## src/rtl/txbd_pkg.sv

```systemverilog
package txbd_pkg;

    typedef enum logic [1:0] {
        ST_IDLE     = 2'd0,
        ST_WAIT_BD  = 2'd1,
        ST_FETCH    = 2'd2,
        ST_TRANSMIT = 2'd3
    } txbd_state_e;

    localparam int unsigned B_RDY  = 15;
    localparam int unsigned B_IRQ  = 14;
    localparam int unsigned B_WRAP = 13;
    localparam int unsigned B_PAD  = 12;
    localparam int unsigned B_CRC  = 11;
    localparam int unsigned B_LAST = 10;

    // Status bits cleared when a descriptor is taken (9:1)
    localparam logic [31:0] STATUS_CLR = 32'h0000_03FE;

endpackage

```

## src/rtl/txbd_policy.sv

```systemverilog
module txbd_policy #(
    parameter int unsigned LEN_W = 16
) (
    input  logic [LEN_W-1:0] desc_len,
    input  logic             desc_pad,
    input  logic             desc_crc,
    input  logic             desc_last,
    input  logic             g_pad,
    input  logic             g_huge,
    input  logic             g_crc,
    input  logic [LEN_W-1:0] g_min,
    input  logic [LEN_W-1:0] g_max,
    output logic [LEN_W-1:0] min_len,
    output logic [LEN_W-1:0] max_len,
    output logic             add_crc
);
    always_comb begin
        min_len = (desc_pad || g_pad) ? g_min : desc_len;
        max_len = g_huge ? desc_len : g_max;
        add_crc = g_crc || (desc_crc && desc_last);
    end
endmodule

```

## src/rtl/txbd_byte_buf.sv

```systemverilog
module txbd_byte_buf #(
    parameter int unsigned BUF_BYTES = 64
) (
    input  logic                         clk,
    input  logic                         wr_en,
    input  logic [$clog2(BUF_BYTES)-3:0] wr_widx,
    input  logic [31:0]                  wr_data,
    input  logic [$clog2(BUF_BYTES)-1:0] rd_bidx,
    output logic [7:0]                   rd_byte
);
    localparam int unsigned WORDS = BUF_BYTES / 4;
    localparam int unsigned WI_W  = $clog2(BUF_BYTES) - 2;

    logic [31:0] word_arr [WORDS];
    logic [31:0] sel_word;

    for (genvar w = 0; w < WORDS; w++) begin : g_word
        logic [31:0] w_q;
        always_ff @(posedge clk) begin
            if (wr_en && wr_widx == WI_W'(w)) begin
                w_q <= wr_data;
            end
        end
        assign word_arr[w] = w_q;
    end

    always_comb begin
        sel_word = word_arr[rd_bidx[WI_W+1:2]];
        unique case (rd_bidx[1:0])
            2'd0: rd_byte = sel_word[31:24];
            2'd1: rd_byte = sel_word[23:16];
            2'd2: rd_byte = sel_word[15:8];
            default: rd_byte = sel_word[7:0];
        endcase
    end
endmodule

```

## src/rtl/txbd_ring_index.sv

```systemverilog
module txbd_ring_index #(
    parameter int unsigned NUM_BD = 8
) (
    input  logic                          clk,
    input  logic                          rst_n,
    input  logic                          adv,
    input  logic                          wrap,
    output logic [$clog2(2*NUM_BD)-1:0]   idx
);
    localparam int unsigned IDX_W     = $clog2(2*NUM_BD);
    localparam int unsigned LAST_WORD = 2*NUM_BD - 2;

    always_ff @(posedge clk) begin
        if (!rst_n) begin
            idx <= '0;
        end else if (adv) begin
            if (wrap || idx == IDX_W'(LAST_WORD)) begin
                idx <= '0;
            end else begin
                idx <= idx + IDX_W'(2);
            end
        end
    end

    AST_IDX_EVEN: assert property (@(posedge clk) disable iff (!rst_n)
        !idx[0]);
    AST_IDX_HOLD: assert property (@(posedge clk) disable iff (!rst_n)
        !adv |=> $stable(idx));
endmodule

```

## src/rtl/txbd_engine.sv

```systemverilog
module txbd_engine
    import txbd_pkg::*;
#(
    parameter int unsigned NUM_BD    = 8,
    parameter int unsigned BUF_BYTES = 64,
    parameter int unsigned LEN_W     = 16,
    parameter int unsigned ADDR_W    = 32,
    localparam int unsigned IDX_W    = $clog2(2*NUM_BD)
) (
    input  logic              clk,
    input  logic              rst_n,
    input  logic              ctl_tx_en,
    input  logic              ctl_pad,
    input  logic              ctl_huge,
    input  logic              ctl_crc_en,
    input  logic [LEN_W-1:0]  ctl_min_len,
    input  logic [LEN_W-1:0]  ctl_max_len,
    input  logic              mask_done,
    input  logic              mask_err,
    output logic [IDX_W-1:0]  bd_raddr,
    input  logic [31:0]       bd_rdata0,
    input  logic [31:0]       bd_rdata1,
    output logic              bd_we,
    output logic [IDX_W-1:0]  bd_waddr,
    output logic [31:0]       bd_wdata,
    output logic              mem_req_valid,
    input  logic              mem_req_ready,
    output logic [ADDR_W-1:0] mem_req_addr,
    input  logic              mem_rsp_valid,
    input  logic [31:0]       mem_rsp_data,
    output logic              tx_valid,
    output logic [7:0]        tx_data,
    output logic              tx_last,
    input  logic              tx_ready,
    input  logic              line_done,
    input  logic              line_err,
    output logic [LEN_W-1:0]  frame_min_len,
    output logic [LEN_W-1:0]  frame_max_len,
    output logic              frame_add_crc,
    output logic              int_done_set,
    output logic              int_err_set,
    output logic              irq
);
    localparam int unsigned BYTE_AW = $clog2(BUF_BYTES);

    txbd_state_e        state_q;
    logic [31:0]        desc_q;
    logic [ADDR_W-1:0]  baddr_q;
    logic [LEN_W-1:0]   len_q;
    logic [LEN_W-1:0]   off_q;
    logic [LEN_W-1:0]   ptr_q;
    logic               pend_q;
    logic               sent_all_q;

    logic [LEN_W-1:0]   pol_min;
    logic [LEN_W-1:0]   pol_max;
    logic               pol_crc;
    logic               buf_we;
    logic [7:0]         buf_byte;
    logic               finish;
    logic [IDX_W-1:0]   idx;

    txbd_policy #(.LEN_W(LEN_W)) u_policy (
        .desc_len  (bd_rdata0[31:16]),
        .desc_pad  (bd_rdata0[B_PAD]),
        .desc_crc  (bd_rdata0[B_CRC]),
        .desc_last (bd_rdata0[B_LAST]),
        .g_pad     (ctl_pad),
        .g_huge    (ctl_huge),
        .g_crc     (ctl_crc_en),
        .g_min     (ctl_min_len),
        .g_max     (ctl_max_len),
        .min_len   (pol_min),
        .max_len   (pol_max),
        .add_crc   (pol_crc)
    );

    txbd_byte_buf #(.BUF_BYTES(BUF_BYTES)) u_buf (
        .clk     (clk),
        .wr_en   (buf_we),
        .wr_widx (off_q[BYTE_AW-1:2]),
        .wr_data (mem_rsp_data),
        .rd_bidx (ptr_q[BYTE_AW-1:0]),
        .rd_byte (buf_byte)
    );

    txbd_ring_index #(.NUM_BD(NUM_BD)) u_index (
        .clk   (clk),
        .rst_n (rst_n),
        .adv   (finish),
        .wrap  (desc_q[B_WRAP]),
        .idx   (idx)
    );

    // State register and datapath registers
    always_ff @(posedge clk) begin
        if (!rst_n) begin
            state_q       <= ST_IDLE;
            desc_q        <= '0;
            baddr_q       <= '0;
            len_q         <= '0;
            off_q         <= '0;
            ptr_q         <= '0;
            pend_q        <= 1'b0;
            sent_all_q    <= 1'b0;
            frame_min_len <= '0;
            frame_max_len <= '0;
            frame_add_crc <= 1'b0;
        end else begin
            unique case (state_q)
                ST_IDLE: begin
                    if (ctl_tx_en) state_q <= ST_WAIT_BD;
                end
                ST_WAIT_BD: begin
                    if (bd_rdata0[B_RDY]) begin
                        desc_q        <= bd_rdata0 & ~STATUS_CLR;
                        baddr_q       <= bd_rdata1[ADDR_W-1:0];
                        len_q         <= bd_rdata0[31:16];
                        off_q         <= '0;
                        pend_q        <= 1'b0;
                        frame_min_len <= pol_min;
                        frame_max_len <= pol_max;
                        frame_add_crc <= pol_crc;
                        state_q       <= ST_FETCH;
                    end else if (!ctl_tx_en) begin
                        state_q <= ST_IDLE;
                    end
                end
                ST_FETCH: begin
                    if (pend_q) begin
                        if (mem_rsp_valid) begin
                            off_q  <= off_q + LEN_W'(4);
                            pend_q <= 1'b0;
                        end
                    end else if (off_q < len_q) begin
                        if (mem_req_ready) pend_q <= 1'b1;
                    end else begin
                        ptr_q      <= '0;
                        sent_all_q <= 1'b0;
                        state_q    <= ST_TRANSMIT;
                    end
                end
                ST_TRANSMIT: begin
                    if (tx_valid && tx_ready) begin
                        ptr_q <= ptr_q + LEN_W'(1);
                        if (tx_last) sent_all_q <= 1'b1;
                    end
                    if (line_done) state_q <= ST_IDLE;
                end
            endcase
        end
    end

    // Outputs
    always_comb begin
        bd_raddr      = idx;
        bd_waddr      = idx;
        buf_we        = (state_q == ST_FETCH) && pend_q && mem_rsp_valid;
        mem_req_valid = (state_q == ST_FETCH) && !pend_q && (off_q < len_q);
        mem_req_addr  = baddr_q + ADDR_W'(off_q);
        tx_valid      = (state_q == ST_TRANSMIT) && !sent_all_q;
        tx_data       = buf_byte;
        tx_last       = tx_valid && (ptr_q == len_q - LEN_W'(1));
        finish        = (state_q == ST_TRANSMIT) && line_done;
        bd_we         = finish;
        bd_wdata      = desc_q;
        bd_wdata[B_RDY] = 1'b0;
        int_done_set  = finish && !line_err;
        int_err_set   = finish && line_err;
        irq           = desc_q[B_IRQ] &&
                        ((int_done_set && mask_done) || (int_err_set && mask_err));
    end

    AST_IDLE_GATE: assert property (@(posedge clk) disable iff (!rst_n)
        (state_q == ST_WAIT_BD && $past(state_q) == ST_IDLE) |-> $past(ctl_tx_en));
    AST_REQ_HOLD: assert property (@(posedge clk) disable iff (!rst_n)
        (mem_req_valid && !mem_req_ready) |=> (mem_req_valid && $stable(mem_req_addr)));
    AST_ONE_OUTSTANDING: assert property (@(posedge clk) disable iff (!rst_n)
        pend_q |-> !mem_req_valid);
    AST_RSP_EXPECTED: assert property (@(posedge clk) disable iff (!rst_n)
        mem_rsp_valid |-> pend_q);
    AST_LAST_ENDS: assert property (@(posedge clk) disable iff (!rst_n)
        (tx_valid && tx_ready && tx_last) |=> !tx_valid);
    AST_LEN_FITS: assert property (@(posedge clk) disable iff (!rst_n)
        (state_q == ST_WAIT_BD && bd_rdata0[B_RDY]) |->
        (bd_rdata0[31:16] != 16'd0 && 32'(bd_rdata0[31:16]) <= BUF_BYTES));
    AST_INT_EXCL: assert property (@(posedge clk) disable iff (!rst_n)
        $onehot0({int_done_set, int_err_set}));
    AST_TX_HOLD: assert property (@(posedge clk) disable iff (!rst_n)
        (tx_valid && !tx_ready) |=> (tx_valid && $stable(tx_data) && $stable(tx_last)));
endmodule

```

## config.mk

```make
export PLATFORM = sky130hd
export DESIGN_NAME = txbd_engine
export DESIGN_NICKNAME = d
export VERILOG_FILES = /design/src/rtl/txbd_pkg.sv /design/src/rtl/txbd_policy.sv /design/src/rtl/txbd_byte_buf.sv /design/src/rtl/txbd_ring_index.sv /design/src/rtl/txbd_engine.sv
export SDC_FILE = /design/constraint.sdc
export NUM_CORES = 1
export LEC_CHECK = 0
export ABC_CLOCK_PERIOD_IN_PS = 4000
export BUFFER_PORTS_ARGS = -buffer_cell sky130_fd_sc_hd__buf_2
export CORE_MARGIN = 2
export CORE_UTILIZATION = 55
export CTS_BUF_LIST = sky130_fd_sc_hd__clkbuf_8
export DETAILED_ROUTE_END_ITERATION = 12
export GPL_TIMING_DRIVEN = 0
export PLACE_DENSITY = 0.78
export SLEW_MARGIN = 0
export SYNTH_ARGS = -nofsm -noshare
export SYNTH_HDL_FRONTEND = slang
export SYNTH_SLANG_ARGS = --single-unit
```

## constraint.sdc

```tcl
create_clock -name clk -period 4 [get_ports clk]
set_input_delay 0.8 -clock clk [delete_from_list [all_inputs] [get_ports clk]]
set_output_delay 0.8 -clock clk [all_outputs]
set_load 0.05 [all_outputs]
```

==> impl_metrics.env, run 1 <==
export IMPL_setup_viol=8
export IMPL_cts_tree="yes"
export IMPL_grt_pass1_vias=16800
export IMPL_ys_top_cells_by_count="512 x edfxtp_1, 193 x nand2_1, 160 x mux4_2"
export IMPL_drv_cap=0
export IMPL_grt_start_max_net_pins=21
export IMPL_max_freq_mhz=236
export IMPL_grt_pass1_wl_um=106000
export IMPL_ys_flop_type="edfxtp_1"
export IMPL_slowest_delay_ns=0.55
export IMPL_dpl_cell_area_sq_um=29100
export IMPL_critPathKind="reg2out"
export IMPL_slew_viol_final=0
export IMPL_p_leak_nw=11.7
export IMPL_critPathBufInv=4
export IMPL_clockRootBuffer="clkbuf_8"
export IMPL_synth_edff_count=512
export IMPL_die_x_um=224
export IMPL_crit_fanout=7
export IMPL_whs_endpoint="baddr_q[22]"
export IMPL_synth_mux_area_share_pct=14.3
export IMPL_viasPerCell=6.13
export IMPL_htreeDepth=3
export IMPL_worstPathRequired_ns=3.20
export IMPL_cts_sinks=636
export IMPL_io_pins=261
export IMPL_async_reset_ff_share_pct=0
export IMPL_rsz0062_at_grt="true"
export IMPL_timing_reg2reg_setup_slack_ns=0.83
export IMPL_finish_instance_area_sq_um=31900
export IMPL_crit_family="multiplexers"
export IMPL_endpoint_kind="output port"
export IMPL_start_util_pct=55.7
export IMPL_fp_row_count=80
export IMPL_synth_compound_area_share_pct=5.81
export IMPL_synthTopCellsByArea="edfxtp_1 58%, mux4_2 14%, dfxtp_1 9.4%, nand2_1 2.7%, ha_1 1.8%"
export IMPL_synth_fa_ha_area_share_pct=1.79
export IMPL_place_ws_ns=-0.451
export IMPL_drc_errors=0
export IMPL_yosysMostFrequentCell="edfxtp_1"
export IMPL_max_slew_margin_pct=35.7
export IMPL_cts_made_buffers=98
export IMPL_fin_ws_ns=-0.243
export IMPL_overflow=0
export IMPL_nets=2215
export IMPL_status="finished, violations left"
export IMPL_syn_to_final_growth_pct=20.4
export IMPL_hold_viol=0
export IMPL_globalplace_congestion=0.912
export IMPL_drt_iter0_drc=1694
export IMPL_ys_types=61
export IMPL_multi_input_area_sq_um=8400
export IMPL_critPathSlowestCell="mux4_2"
export IMPL_whs_path_depth=3
export IMPL_period_needed_ns=4.24
export IMPL_holdWs_ns=0.363
export IMPL_dp_hpwl_um=47100
export IMPL_clk_insertion_delay_late_ns=0.72
export IMPL_holdBufCountCts=0
export IMPL_worstMarginPinSlew_ns=0.962
export IMPL_wl_per_cell_um=26.8
export IMPL_die_area_sq_um=50000
export IMPL_synth_seq_cells=636
export IMPL_hold_class="in2reg"
export IMPL_synth_top_family_by_area="multiplexers"
export IMPL_core_sq_um=47600
export IMPL_netlist_area_leader_share_pct=58.0
export IMPL_yosysSeqAreaShare_pct=67.3
export IMPL_reg2regPathDepth=10
export IMPL_reg2reg_from="len_q[6]"
export IMPL_drtPass1Iterations=7
export IMPL_finalCritPeriodShare_pct=106
export IMPL_path_cells="buf_8 -> buf_12 -> buf_12 -> mux4_2 -> mux4_2 -> a222oi_1 -> o21ai_2 -> buf_6"
export IMPL_clock_skew_ns=0.0500
export IMPL_antenna_found_initial=6
export IMPL_drive_above_1_share_pct=32.9
export IMPL_postRouteAntennaNets=0
export IMPL_syn_instance_count=1639
export IMPL_synth_avg_cell_area_sq_um=16.2
export IMPL_vias=16800
export IMPL_netlist_area_sq_um=26500
export IMPL_groute_usage_overall_pct=29.2
export IMPL_yosysTopAreaCell="edfxtp_1"
export IMPL_die_h_um=224
export IMPL_hold_start="bd_rdata1[22]"
export IMPL_clockBufferDepth=3
export IMPL_cp_arrival_ns=3.44
export IMPL_power_density_nw_per_um2=420
export IMPL_wl_um=73400
export IMPL_synthXorXnorAreaFrac_pct=1.98
export IMPL_max_vdd_ir_drop_v=0.000440
export IMPL_ys_warn_count=0
export IMPL_start_kind="register"
export IMPL_fillers=3098
export IMPL_failed_checks="negative setup slack"
export IMPL_path_clk_slew_ns=0.06
export IMPL_register_area_sq_um=17900
export IMPL_yosys_area_share_simple_pct=6.48
export IMPL_final_util_pct=67.1
export IMPL_port_buffer_count=237
export IMPL_r2r_end="ptr_q[2]"
-- per-stage QoR --
step / instances / setup TNS (ns) / power [mW]
after detailed placement: 2530 / -3.18 / 8.09
after floorplan: 1650 / 0 / 7.81
final: 2739 / -1.02 / 13.4
after global routing: 2739 / -1.50 / 13.8
after global placement: 2502 / -795.71 / 8.07
after CTS: 2727 / -0.675 / 13.4
-- cells by family after synthesis --
group | count (synthesis)
and+or+nand+nor | 378
xor gates and xnor gates | 60
DFF | 636
muxes | 178
adders and majority gates | 38
buffers and inverters | 136
AOI/OAI and AO/OA | 212
other | 1
-- worst max path at each step --
| stage | slack [ns] | start | to | cells after the start |
|---|---|---|---|---|
| after detailed placement | -0.45 | ptr_q[3] | tx_data[0] | 8 |
| after global routing | -0.30 | ptr_q[2] | tx_data[0] | 8 |
| after global placement | -2.85 | mem_rsp_valid | u_buf.g_word[3].w_q[26] | 5 |
| after CTS | -0.11 | ptr_q[2] | tx_data[1] | 7 |
| after floorplan | 0.07 | mem_rsp_valid | u_buf.g_word[0].w_q[0] | 4 |
| final | -0.24 | ptr_q[2] | tx_data[0] | 8 |
-- layout by cell type (no fill, tap or decap), types with 7 or more instances in the layout --
master and count:
ha_1 36, edfxtp_1 512, nor2b_1 7, or3_1 10, xor2_1 36, a21oi_1 27
clkinv_1 24, o21ai_0 34, a21o_1 7, buf_12 14, buf_4 47, and3_1 13
nand3_1 31, buf_2 220, clkbuf_4 9, nand2_1 192, clkbuf_8 107, conb_1 12
mux2i_1 17, nor2_1 48, xnor2_1 24, buf_6 29, nor2_4 12, clkinv_2 17
mux4_2 160, nor3_1 7, a21boi_0 59, dfxtp_1 116, nand4_1 15, nor3_2 7
o211a_1 34, clkbuf_1 45, a222oi_1 8, inv_1 56, buf_16 11
-- area by class of cell --
cell class | instances | share of cell area (%)
flip-flops and latches | 636 | 55.9
well taps | 615 | 2.41
repair buffers | 288 | 6.43
multi-input cells | 878 | 26.3
clock inverters | 81 | 1.70
inverters | 29 | 0.341
diodes | 3 | 0.0235
clock buffers | 104 | 4.48
plain buffers | 105 | 2.38
-- tightest hold or removal path: cells and delay by family --
family,cells,cell delay (ns)
compound gates,1,0.06
buf+inv,1,0.09
simple gates,1,0.04
-- power breakdown --
part           switching (mW)  internal [mW]  total (mW)
sequential             0.0439           7.18        7.23
clock                    2.61           2.84        5.44
combinational           0.530          0.233       0.764
total                    3.18           10.3        13.4
-- layer usage --
| layer | wire length (um) | track usage, % | vias up |
|---|---|---|---|
| li1 | - | - | 7197 |
| met1 | 26100 | 34.4 | 8422 |
| met2 | 36900 | 49.5 | 974 |
| met3 | 6900 | 8.37 | 198 |
| met4 | 3530 | 14.4 | 6 |
| met5 | 43 | 0 | - |
-- state kept, by name (all words and copies together), names as in the netlist --
signal / cells
pend_q: 1
desc_q: 6
len_q: 16
u_buf.g_word.w_q: 512
u_index.idx: 3
frame_min_len: 16
ptr_q: 16
frame_add_crc: 1
state_q: 2
off_q: 14
frame_max_len: 16
baddr_q: 32
sent_all_q: 1
-- repair_timing --
action                                  CTS  global route
gates resized for setup                 144            36
endpoints found under the hold margin     0             0
setup buffers                            10             6
endpoints found under the setup margin   23            20
gates cloned                              4             3
pin swaps                                14            17
No activity file was read; power rests on OpenSTA's default activity.
==> run 2: changes to the inputs <==
--- a/config.mk
+++ b/config.mk
@@ -7,12 +7,11 @@
 export LEC_CHECK = 0
 export ABC_CLOCK_PERIOD_IN_PS = 4000
 export BUFFER_PORTS_ARGS = -buffer_cell sky130_fd_sc_hd__buf_2
-export CORE_MARGIN = 2
-export CORE_UTILIZATION = 55
+export CORE_MARGIN = 5
+export CORE_UTILIZATION = 42
 export CTS_BUF_LIST = sky130_fd_sc_hd__clkbuf_8
 export DETAILED_ROUTE_END_ITERATION = 12
 export GPL_TIMING_DRIVEN = 0
-export PLACE_DENSITY = 0.78
 export SLEW_MARGIN = 0
 export SYNTH_ARGS = -nofsm -noshare
 export SYNTH_HDL_FRONTEND = slang
==> run 2 against run 1 <==
Effect of this change: the run still ends with negative setup slack left; clock skew decreased by 0.020 ns; worst setup slack better by 0.051 ns; design area up 0.88%; routed wire length fell by 1.9%; sequential power barely moved; utilization fell by 16 points; non-clock buffer count grew 3; largest power group unchanged; global-route usage fell by 8.5 points; die area grew 37%; largest cell class unchanged; first-iteration DRC count fell by 22%; count of clock-buffer cells in the layout up 4.
==> impl_metrics.env, run 2 (same netlist as run 1, synthesis figures left out) <==
export IMPL_finalCritPeriodShare_pct=105
export IMPL_core_sq_um=62900
export IMPL_drive_above_1_share_pct=32.9
export IMPL_wl_per_cell_um=24.3
export IMPL_period_needed_ns=4.19
export IMPL_finish_instance_area_sq_um=32200
export IMPL_top_register="u_buf.g_word.w_q"
export IMPL_vias=16200
export IMPL_max_slew_margin_pct=35.5
export IMPL_antenna_found_initial=7
export IMPL_hold_viol=0
export IMPL_largest_reg_flops=512
export IMPL_htreeDepth=3
export IMPL_fin_ws_ns=-0.191
export IMPL_grt_pass1_wl_um=105000
export IMPL_cts_tree="yes"
export IMPL_clock_skew_ns=0.0299
export IMPL_final_cell_mix="512 x edfxtp_1, 219 x buf_2, 192 x nand2_1"
export IMPL_wl_met3_um=6130
export IMPL_max_freq_mhz=239
export IMPL_wl_met1_um=28600
export IMPL_highest_layer="met5"
export IMPL_die_h_um=261
export IMPL_start_kind="register"
export IMPL_path_clk_slew_ns=0.06
export IMPL_drc_errors=0
export IMPL_grt_pass1_vias=16300
export IMPL_nets=2222
export IMPL_hold_class="in2reg"
export IMPL_p_leak_nw=11.6
export IMPL_groute_usage_overall_pct=20.7
export IMPL_drt_iter0_drc=1329
export IMPL_cts_made_buffers=102
export IMPL_rsz0062_at_grt="true"
export IMPL_worstPathRequired_ns=3.20
export IMPL_die_x_um=261
export IMPL_wl_met2_um=35400
export IMPL_grt_start_max_net_pins=23
export IMPL_clockRootBuffer="clkbuf_8"
export IMPL_critPathKind="reg2out"
export IMPL_syn_to_final_growth_pct=21.5
export IMPL_start_util_pct=42.2
export IMPL_fp_row_count=92
export IMPL_cts_sinks=636
export IMPL_crit_fanout=7
export IMPL_drv_cap=0
export IMPL_drtPass1Iterations=5
export IMPL_status="finished, violations left"
export IMPL_max_vdd_ir_drop_v=0.000237
export IMPL_overflow=0
export IMPL_endpoint_kind="output port"
export IMPL_clockBufferDepth=3
export IMPL_globalplace_congestion=0.904
export IMPL_failed_checks="negative setup slack"
export IMPL_final_common_cell="edfxtp_1"
export IMPL_reg_top3="u_buf.g_word.w_q x512, baddr_q x32"
export IMPL_dpl_cell_area_sq_um=29600
export IMPL_wl_um=72100
export IMPL_setup_viol=8
export IMPL_slew_viol_final=0
export IMPL_total_power_mw=13.1
export IMPL_dp_hpwl_um=48800
export IMPL_postRouteAntennaNets=0
export IMPL_worstMarginPinSlew_ns=0.965
export IMPL_cp_arrival_ns=3.39
export IMPL_viasPerCell=5.46
export IMPL_power_density_nw_per_um2=407
export IMPL_clk_insertion_delay_late_ns=0.68
export IMPL_port_buffer_count=237
export IMPL_io_pins=261
export IMPL_setup_tns_ns=-1.06
export IMPL_die_area_sq_um=68300
## run 2: cell count changes in the layout (fill, tap and decap cells not counted), sizes merged
cell,change
clkinv,-15
bufinv,-4
diode,-1
clkbuf,+1
inv,+4
buf,+6
## run 2: what timing repair did
action | CTS | global route
resized for setup | 146 | 49
cloned | 6 | 0
endpoints found under the setup margin | 25 | 29
setup buffers | 15 | 6
hold buffers | 0 | 0
pin swaps | 17 | 26
## run 2: final cells by class
| class | count | area, sq um |
|---|---|---|
| multi-input combinational | 878 | 8450 |
| sequential | 636 | 17900 |
| buffer | 103 | 732 |
| fill | 5239 | 30600 |
| antenna | 2 | 5.00 |
| tap | 846 | 1060 |
| inverter | 29 | 109 |
| clock inverter | 66 | 360 |
| clock buffer | 108 | 1490 |
| timing repair buffer | 293 | 2150 |
## run 2: path summary, 6_finish.rpt
check                start           to  slack [ns]  cells past startpoint
max               ptr_q[2]   tx_data[2]       -0.19                      8
min          bd_rdata1[18]  baddr_q[18]        0.37                      3
max reg2reg       len_q[5]     ptr_q[5]        1.17                      9
min reg2reg     desc_q[12]   desc_q[12]        0.46                      2
## run 2: power by group
| part | switching [mW] | internal, mW | total (mW) |
|---|---|---|---|
| combinational | 0.531 | 0.234 | 0.764 |
| clock | 2.52 | 2.62 | 5.13 |
| sequential | 0.0437 | 7.18 | 7.23 |
| total | 3.09 | 10.0 | 13.1 |
## run 2: metrics by stage
step           worst slack (ns)  hold slack, ns  util [%]  std cells
3_5_place_dp             -0.541           0.455      47.0       2766
2_1_floorplan            0.0703           0.441         -       1650
6_report                 -0.191           0.367      51.3       2961
5_1_grt                  -0.280           0.328      51.3       2960
4_1_cts                  -0.219           0.317      51.0       2958
3_3_place_gp              -3.26           0.450      45.9       2733
## run 2: critical path, cell delays in order (launching register included)
cell      delay, ns
dfxtp_4        0.38
buf_12         0.15
buf_12         0.16
buf_12         0.12
mux4_2         0.49
mux4_2         0.51
a222oi_1       0.50
o21ai_2        0.19
buf_6          0.20
## run 2: routing by layer
metal  vias to the layer above  track usage [%]
met5                         -                0
met2                       654             35.2
li1                       7183                -
met4                         8             5.56
met3                       124             5.13
met1                      8203             26.8
